<file path="src/rtl/flash_cmd_pkg.sv">
package flash_cmd_pkg;
  localparam int BUS_AW = 11;
  localparam int BUS_DW = 8;

  localparam logic [BUS_AW-1:0] KEY_ADDR_A = 11'h555;
  localparam logic [BUS_AW-1:0] KEY_ADDR_B = 11'h2AA;
  localparam logic [BUS_DW-1:0] KEY_DATA_A = 8'hAA;
  localparam logic [BUS_DW-1:0] KEY_DATA_B = 8'h55;
  localparam logic [BUS_DW-1:0] CODE_PROG   = 8'hA0;
  localparam logic [BUS_DW-1:0] CODE_ESETUP = 8'h80;
  localparam logic [BUS_DW-1:0] CODE_CHIP   = 8'h10;
  localparam logic [BUS_DW-1:0] CODE_SECT   = 8'h30;
  localparam logic [BUS_DW-1:0] CODE_PLANE  = 8'h20;

  typedef enum logic [1:0] {
    OP_PROG  = 2'd0,
    OP_SECT  = 2'd1,
    OP_PLANE = 2'd2,
    OP_CHIP  = 2'd3
  } op_e;

  typedef enum logic [2:0] {
    ST_IDLE, ST_C2, ST_C3, ST_P4, ST_E4, ST_E5, ST_E6
  } seq_st_e;
endpackage

</file>
<file path="src/rtl/flash_we_sync.sv">
module flash_we_sync #(
  parameter int STAGES = 2
) (
  input  logic clk,
  input  logic rst_n,
  input  logic we_n,
  output logic fall,
  output logic rise
);
  logic [STAGES-1:0] chain;
  logic              prev;

  always_ff @(posedge clk) begin
    if (!rst_n) begin
      chain <= '1;
      prev  <= 1'b1;
    end else begin
      chain <= {chain[STAGES-2:0], we_n};
      prev  <= chain[STAGES-1];
    end
  end

  assign fall = prev & ~chain[STAGES-1];
  assign rise = ~prev & chain[STAGES-1];
endmodule

</file>
<file path="src/rtl/flash_cmd_decode.sv">
module flash_cmd_decode
  import flash_cmd_pkg::*;
#(
  parameter int ARR_AW = 6
) (
  input  logic              clk,
  input  logic              rst_n,
  input  logic              fall,
  input  logic              rise,
  input  logic [BUS_AW-1:0] addr,
  input  logic [BUS_DW-1:0] data,
  input  logic              busy,
  output logic              start,
  output op_e               op,
  output logic [ARR_AW-1:0] op_addr,
  output logic [BUS_DW-1:0] op_data
);
  seq_st_e st, st_nxt;
  logic    fire;
  op_e     fire_op;
  logic    armed;
  logic    hit_a, hit_b, at_key_a;

  assign at_key_a = (addr == KEY_ADDR_A);
  assign hit_a    = at_key_a && (data == KEY_DATA_A);
  assign hit_b    = (addr == KEY_ADDR_B) && (data == KEY_DATA_B);

  always_comb begin
    st_nxt  = ST_IDLE;
    fire    = 1'b0;
    fire_op = OP_PROG;
    unique case (st)
      ST_IDLE: st_nxt = hit_a ? ST_C2 : ST_IDLE;
      ST_C2:   st_nxt = hit_b ? ST_C3 : ST_IDLE;
      ST_C3: begin
        if (at_key_a && data == CODE_PROG)        st_nxt = ST_P4;
        else if (at_key_a && data == CODE_ESETUP) st_nxt = ST_E4;
      end
      ST_P4: fire = 1'b1;
      ST_E4: st_nxt = hit_a ? ST_E5 : ST_IDLE;
      ST_E5: st_nxt = hit_b ? ST_E6 : ST_IDLE;
      ST_E6: begin
        if (at_key_a && data == CODE_CHIP) begin
          fire = 1'b1; fire_op = OP_CHIP;
        end else if (data == CODE_SECT) begin
          fire = 1'b1; fire_op = OP_SECT;
        end else if (data == CODE_PLANE) begin
          fire = 1'b1; fire_op = OP_PLANE;
        end
      end
      default: st_nxt = ST_IDLE;
    endcase
  end

  always_ff @(posedge clk) begin
    if (!rst_n) begin
      st      <= ST_IDLE;
      armed   <= 1'b0;
      start   <= 1'b0;
      op      <= OP_PROG;
      op_addr <= '0;
      op_data <= '0;
    end else begin
      start <= 1'b0;
      if (busy) begin
        st    <= ST_IDLE;
        armed <= 1'b0;
      end else begin
        if (fall) begin
          st <= st_nxt;
          if (fire) begin
            armed   <= 1'b1;
            op      <= fire_op;
            op_addr <= addr[ARR_AW-1:0];
            op_data <= data;
          end
        end
        if (rise && armed) begin
          start <= 1'b1;
          armed <= 1'b0;
        end
      end
    end
  end
endmodule

</file>
<file path="src/rtl/flash_exec_array.sv">
module flash_exec_array
  import flash_cmd_pkg::*;
#(
  parameter int              SECT_PP_LOG = 1,
  parameter int              WORD_LOG    = 3,
  parameter int              EXEC_CYCLES = 16,
  parameter logic [BUS_DW-1:0] GARBAGE   = 8'h5A,
  localparam int             PLANE_W     = 2,
  localparam int             SECT_W      = PLANE_W + SECT_PP_LOG,
  localparam int             ARR_AW      = SECT_W + WORD_LOG,
  localparam int             NUM_SECT    = 1 << SECT_W,
  localparam int             DEPTH       = 1 << ARR_AW
) (
  input  logic                clk,
  input  logic                rst_n,
  input  logic                start,
  input  op_e                 op,
  input  logic [ARR_AW-1:0]   op_addr,
  input  logic [BUS_DW-1:0]   op_data,
  input  logic [NUM_SECT-1:0] lock,
  input  logic [ARR_AW-1:0]   rd_addr,
  output logic [BUS_DW-1:0]   rd_data,
  output logic                busy
);
  localparam int CNT_W = $clog2(EXEC_CYCLES + 1);

  logic [BUS_DW-1:0]   mem [DEPTH];
  logic [CNT_W-1:0]    cnt;
  op_e                 cur_op;
  logic [ARR_AW-1:0]   tgt;
  logic [BUS_DW-1:0]   wdat;
  logic [NUM_SECT-1:0] mask_q, mask_d, plane_mask, sect_hot;
  logic [SECT_W-1:0]   in_sect;
  logic [PLANE_W-1:0]  in_plane;
  logic                done;

  assign in_sect  = op_addr[ARR_AW-1:WORD_LOG];
  assign in_plane = op_addr[ARR_AW-1 -: PLANE_W];
  assign done     = busy && (cnt == '0);

  always_comb begin
    plane_mask = '0;
    sect_hot   = '0;
    for (int s = 0; s < NUM_SECT; s++)
      plane_mask[s] = ((s >> SECT_PP_LOG) == int'(in_plane));
    sect_hot[in_sect] = 1'b1;
    unique case (op)
      OP_PROG, OP_SECT: mask_d = sect_hot & ~lock;
      OP_PLANE:         mask_d = ((plane_mask & lock) == '0) ? plane_mask : '0;
      default:          mask_d = ~lock;
    endcase
  end

  always_ff @(posedge clk) begin
    if (!rst_n) begin
      busy   <= 1'b0;
      cnt    <= '0;
      cur_op <= OP_PROG;
      tgt    <= '0;
      wdat   <= '0;
      mask_q <= '0;
    end else if (start && !busy) begin
      busy   <= 1'b1;
      cnt    <= CNT_W'(EXEC_CYCLES - 1);
      cur_op <= op;
      tgt    <= op_addr;
      wdat   <= op_data;
      mask_q <= mask_d;
    end else if (busy) begin
      if (cnt == '0) busy <= 1'b0;
      else           cnt  <= cnt - 1'b1;
    end
  end

  always_ff @(posedge clk) begin
    if (!rst_n) begin
      if (busy && cur_op != OP_PROG)
        for (int w = 0; w < DEPTH; w++)
          if (mask_q[w >> WORD_LOG]) mem[w] <= GARBAGE;
    end else if (done) begin
      if (cur_op == OP_PROG) begin
        if (mask_q[tgt[ARR_AW-1:WORD_LOG]]) mem[tgt] <= mem[tgt] & wdat;
      end else begin
        for (int w = 0; w < DEPTH; w++)
          if (mask_q[w >> WORD_LOG]) mem[w] <= '1;
      end
    end
  end

  assign rd_data = mem[rd_addr];
endmodule

</file>
<file path="src/rtl/flash_cmd_seq.sv">
module flash_cmd_seq
  import flash_cmd_pkg::*;
#(
  parameter int                SECT_PP_LOG = 1,
  parameter int                WORD_LOG    = 3,
  parameter int                EXEC_CYCLES = 16,
  parameter int                SYNC_STAGES = 2,
  parameter logic [BUS_DW-1:0] GARBAGE     = 8'h5A,
  localparam int               ARR_AW      = 2 + SECT_PP_LOG + WORD_LOG,
  localparam int               NUM_SECT    = 1 << (2 + SECT_PP_LOG)
) (
  input  logic                clk,
  input  logic                rst_n,
  input  logic [BUS_AW-1:0]   bus_addr,
  input  logic [BUS_DW-1:0]   bus_data,
  input  logic                bus_we_n,
  input  logic [NUM_SECT-1:0] sect_lock,
  input  logic [ARR_AW-1:0]   rd_addr,
  output logic [BUS_DW-1:0]   rd_data,
  output logic                busy
);
  logic              we_fall, we_rise, seq_start;
  op_e               seq_op;
  logic [ARR_AW-1:0] seq_addr;
  logic [BUS_DW-1:0] seq_data;

  flash_we_sync #(.STAGES(SYNC_STAGES)) u_sync (
    .clk(clk), .rst_n(rst_n), .we_n(bus_we_n), .fall(we_fall), .rise(we_rise)
  );

  flash_cmd_decode #(.ARR_AW(ARR_AW)) u_dec (
    .clk(clk), .rst_n(rst_n), .fall(we_fall), .rise(we_rise),
    .addr(bus_addr), .data(bus_data), .busy(busy),
    .start(seq_start), .op(seq_op), .op_addr(seq_addr), .op_data(seq_data)
  );

  flash_exec_array #(
    .SECT_PP_LOG(SECT_PP_LOG), .WORD_LOG(WORD_LOG),
    .EXEC_CYCLES(EXEC_CYCLES), .GARBAGE(GARBAGE)
  ) u_exec (
    .clk(clk), .rst_n(rst_n), .start(seq_start), .op(seq_op),
    .op_addr(seq_addr), .op_data(seq_data), .lock(sect_lock),
    .rd_addr(rd_addr), .rd_data(rd_data), .busy(busy)
  );
endmodule

</file>
<file path="config.mk">
export PLATFORM = sky130hd
export DESIGN_NAME = flash_cmd_seq
export DESIGN_NICKNAME = d
export VERILOG_FILES = /design/src/rtl/flash_cmd_pkg.sv /design/src/rtl/flash_we_sync.sv /design/src/rtl/flash_cmd_decode.sv /design/src/rtl/flash_exec_array.sv /design/src/rtl/flash_cmd_seq.sv
export SDC_FILE = /design/constraint.sdc
export NUM_CORES = 1
export LEC_CHECK = 0
export ABC_AREA = 1
export BUFFER_PORTS_ARGS = -buffer_cell sky130_fd_sc_hd__buf_2
export CAP_MARGIN = 20
export CORE_MARGIN = 2
export CORE_UTILIZATION = 48
export CTS_CLUSTER_DIAMETER = 120
export CTS_CLUSTER_SIZE = 8
export DETAILED_ROUTE_END_ITERATION = 8
export PLACE_DENSITY_LB_ADDON = 0.15
export SLEW_MARGIN = 20
export SYNTH_ARGS = -nofsm -noshare
export SYNTH_HDL_FRONTEND = slang
export SYNTH_SLANG_ARGS = --single-unit
</file>
<file path="constraint.sdc">
create_clock -name clk -period 3.1 [get_ports clk]
set_input_delay 0.62 -clock clk [delete_from_list [all_inputs] [get_ports clk]]
set_output_delay 0.62 -clock clk [all_outputs]
set_load 0.1 [all_outputs]
</file>
Word-level counts from Yosys, hierarchy flattened
Memory sizes are Yosys's and may differ from the RTL's. A register that Yosys moved wholly into a read port is not among the register bits. Cells that the tools add are included. W data, S select, Z words.

Memories: 1. Input bits: 36. Output and inout port bits: 9. RAM bits: 512. Logic and storage cells: 310. Register bits: 54.

Multiplexer cells: 166. $lt $le $gt $ge: 3. Reduce and logical (&&, ||, !) cells: 28. $add $sub $neg: 1. Equality and inequality tests: 21. Bitwise operators: 75.

Memories: u_exec.mem (depth 64, width 8, read ports 2, clocked after memory_dff 1, write ports 64, RTL line flash_exec_array.sv:27) `logic [BUS_DW-1:0] mem [DEPTH];`.

Operators by type and width (number): $mux W8 (66); $mux W1 (80); $or A1 B1 Y1 (64); $and A8 B8 Y8 (3); $eq A8 B8 Y1 const B (3); $mux W6 (3); $eq A8 B6 Y1 const B (2); $pmux W8 S2 (1); $pmux W3 S5 (1); $mux W3 (4); $mux W4 (3); $eq A11 B10 Y1 const B (1); $eq A11 B11 Y1 const B (1); $logic_and A1 B1 Y1 (10); $mux W2 (5); $eq A3 B3 Y1 const B (3); $eq A8 B5 Y1 const B (1); $eq A8 B7 Y1 const B (1); $logic_not A8 Y1 (1); $lt A3 B4 Y1 const B (2); $not A8 Y8 (1); $reduce_or A8 Y1 (1); $eq A3 B2 Y1 const B (2); $logic_not A2 Y1 (3); other kinds (21) (32).

Logic depth before layout (Yosys ltp)
Word-level depth: 9. Mapped depth: 15. Mapped depth without buffers: 12.

Hierarchy
From an unflattened synthesis, not the netlist that was laid out.

Cell total of the unflattened synthesis: 4309. Area total of the unflattened synthesis: 33100.5 um^2.

By module, submodules not included: flash_exec_array (times used 1, sequential area each 16095.4 um^2, cells each 4095, area an instance 31589.0 um^2); flash_cmd_decode (times used 1, sequential area each 420.4 um^2, cells each 202, area an instance 1417.6 um^2); flash_we_sync (times used 1, sequential area each 60.1 um^2, cells each 12, area an instance 93.8 um^2).

Worst setup path after synthesis
Ideal clock, no wire load.

Path kind: flip-flop to flip-flop. From: register u_exec.busy. To: memory u_exec.mem[10][0], enable pin. Required time: 2.716 ns. Arrival time: 2.884 ns. Stages on the path, launching flop included: 6. Clock period less this slack: 3.268 ns. Path buffers: 1. Slack: -0.168 ns. Setup time: 0.384 ns. Path through: dfxtp_1 inv_1 nor4_4 nand3_1 buf_2 o21ai_0.

RTL lines: from (decl) (RTL line flash_exec_array.sv:23) `output logic busy`; from (signal assigned) (RTL line flash_exec_array.sv:56) `busy <= 1'b0;`; from (signal assigned) (RTL line flash_exec_array.sv:63) `busy <= 1'b1;`; from (signal assigned) (RTL line flash_exec_array.sv:70) `if (cnt == '0) busy <= 1'b0;`; to (decl) (RTL line flash_exec_array.sv:27).

Worst setup path in the final report
From: input rd_addr[1]. To: output rd_data[5].

Word-level cells in the longest chain between the ends: 1.

Ends and longest elaborated chain: from (decl) (RTL line flash_cmd_seq.sv:18) `input logic [ARR_AW-1:0] rd_addr,`; $mem_v2 Z64 W8; to (decl) (RTL line flash_cmd_seq.sv:19) `output logic [BUS_DW-1:0] rd_data,`.

No other way between the ends.

==> reports/qor.csv <==
metric,value,unit
CP Class,in -> out,
required time of the critical path,2.48,ns
worst min path class,in -> reg,
skew final,0.03503,ns
global-route wire length before repair,185200,microns
crit end category,output pin,
Avg Inst Size Synth,7.639,sq um
Final Power,17.63,mW
Final Cell Area,37610,sq um
"Slew Viols, Final",0,
Yosys cell types,28,
RePlAce Congestion,0.9772,
CP top delay family,simple AND/OR/NAND/NOR gates,
worst-margin pin slew,1.225,ns
CTS max path bufs,3,
Syn Std Cell Area,32720,sq um
syn nets,4322,
Post-synth top cells,"nand2_1 (1,541), nand3_1 (777), edfxtp_1 (512)",
Worst Path Max Fanout,17,
residual DRC count,0,
Max Cap Viol,0,
"area leader, netlist",edfxtp_1,
synth warn,0,
DP Worst Slack,0.02845,ns
TritonCTS buffer count,81,
clock-pin slew on the worst setup and hold paths,0.05,ns
DRT Wirelength,127300,microns
final worst-path cycle share,99.96,%
number of H-tree levels,3,
CP dominant cell by count,buf_12,
synth top area cells,"edfxtp_1 (47%), nand2_1 (18%), nand3_1 (12%)",
RSZ-0062 raised after global routing,true,
peak supply drop,0.0005186,V
CTS tree,built,
leak pwr,15.30,nW
vias in the first global route,28960,
Tot GR Track Use,35.10,%
placed inst area,34950,sq um
CP bufs+invs,5,
row count,95,
total gr overflow,0,
drt pass-1 iters,6,
register bit total from synthesis,572,
Die Ht,265.1,microns
Final Util,55.91,%
Clock Sinks,572,
Initial Util,48.64,%
cells after synthesis,4284,
total die area,70280,sq um
most common cell in the synthesized netlist,nand2_1,
routed via count,32130,
asr flop ratio synth,0,%
CP Launch Type,input pin,
CTS Hold Bufs,0,
pwr dens,468.8,nW/um^2
status,completed,
Layout area overhead,14.94,%
initial antenna violation count,2,
port bufs,44,
hpwl dp,82280,microns
layout cells sized above 1,10.18,%
Post-synth EDFFs,512,
Avg WL per Cell,24.51,microns
register area share after synthesis,50.65,%
Worst-Skew Late Latency,0.65,ns
Nets,4330,
Final Hold Fails,0,
Post-synth top flop,edfxtp_1,
Root Buffer,clkbuf_16,
fmax,322.7,MHz
initial drt markers,5165,
Die Width,265.1,microns
CP max-delay cell,o22ai_1,
Final setup viols,0,
post-route setup slack,0.001125,ns
largest net degree at the start of global routing,86,
# diodes,0,
Worst Path Arrival,2.48,ns
Period minus WS final,3.099,ns
DRT antenna net count,0,
"Critical Path, Cell by Cell","buf_12, inv_8, buf_12, buf_12, o21ai_0, o22ai_1, nand2_1, nand2_1, nand2_1, nand3_1, nand3_1, nand2_2, buf_12",
Via density,6.186,
CP peak stage delay,0.21,ns
Synth top area share,46.98,%
IO Count,45,
Rel. slew slack,18.24,%
Core Footprint,67280,sq um
[kinds of logic after synthesis]
| family | count (synthesis) | share of synthesized area (%) |
|---|---|---|
| AO/OA/AOI/OAI | 509 | 8.343 |
| adder cells (fa/ha/maj) | 2 | 0.07646 |
| flip-flops | 572 | 50.65 |
| buffers and inverters | 458 | 5.674 |
| AND/OR/NAND/NOR | 2743 | 35.25 |
[routing by layer]
layer	vias up	wire (microns)	GRT usage, %
li1	14500	-	-
met1	15140	50200	49.87
met2	2191	55230	52.17
met3	301	16840	7.563
met4	0	5038	14.38
met5	-	0	0
[what timing repair did]
action                                  in CTS  in global routing
buffers inserted                             0                  4
endpoints found under the setup margin       0                 32
gates resized for setup                      0                 32
hold endpoints to repair                     0                  0
[cell type report]
class / instances / area [sq um]
clock buffer: 106 / 2163
inverter: 128 / 510.5
clock inverter: 6 / 100.1
fill: 6271 / 29660
timing repair buffer: 255 / 2753
sequential: 572 / 16590
tap: 873 / 1092
multi-input combinational: 3254 / 14400
[where the power goes]
group          switching (mW)  internal [mW]  total (mW)
combinational           0.706          0.371        1.08
clock                    3.38           4.90        8.27
sequential           0.000573           8.28        8.28
[registers in the layout, indices dropped and copies added (netlist names), named ones only]
signal,count
u_dec.start,1
u_exec.busy,1
u_sync.chain,2
u_dec.op_data,8
u_dec.st,3
u_exec.mask_q,8
u_exec.tgt,6
u_exec.cnt,5
u_exec.mem,512
u_dec.op,2
u_exec.cur_op,2
u_dec.armed,1
u_dec.op_addr,6
u_sync.prev,1
u_exec.wdat,8
[through the flow]
stage          hold slack (ns)  std cells  setup TNS, ns
3_5_place_dp            0.4084       5070              0
3_3_place_gp            0.3969       5070              0
5_1_grt                 0.1636       5194         -1.043
4_1_cts                 0.1423       5182              0
6_report                0.1724       5194              0
2_1_floorplan           0.3925       4284              0
[layout by cell type, fill, tap and decap left out, drive strengths merged]
master     n
nand3    781
nand4     11
nor2     371
o21a       1
nor3      26
o22ai    117
nor4       2
o221ai     8
o21ai    334
nand2   1541
a21oi     47
clkinv     2
a31oi      1
ha         2
o211ai     1
edfxtp   512
dfxtp     60
buf      247
bufinv     1
clkbuf   114
inv      131
or2       11
[worst paths after layout]
path / slack [ns] / cells after the start / start / to
setup / recovery: 0.001 / 13 / rd_addr[1] / rd_data[5]
hold / removal: 0.17 / 2 / bus_we_n / u_sync.chain[0]
setup reg to reg: 0.21 / 11 / u_exec.cnt[0] / u_exec.mem[48][0]
hold reg to reg: 0.41 / 1 / u_sync.chain[0] / u_sync.chain[1]
Note: power is estimated with default switching activity, not from simulation.
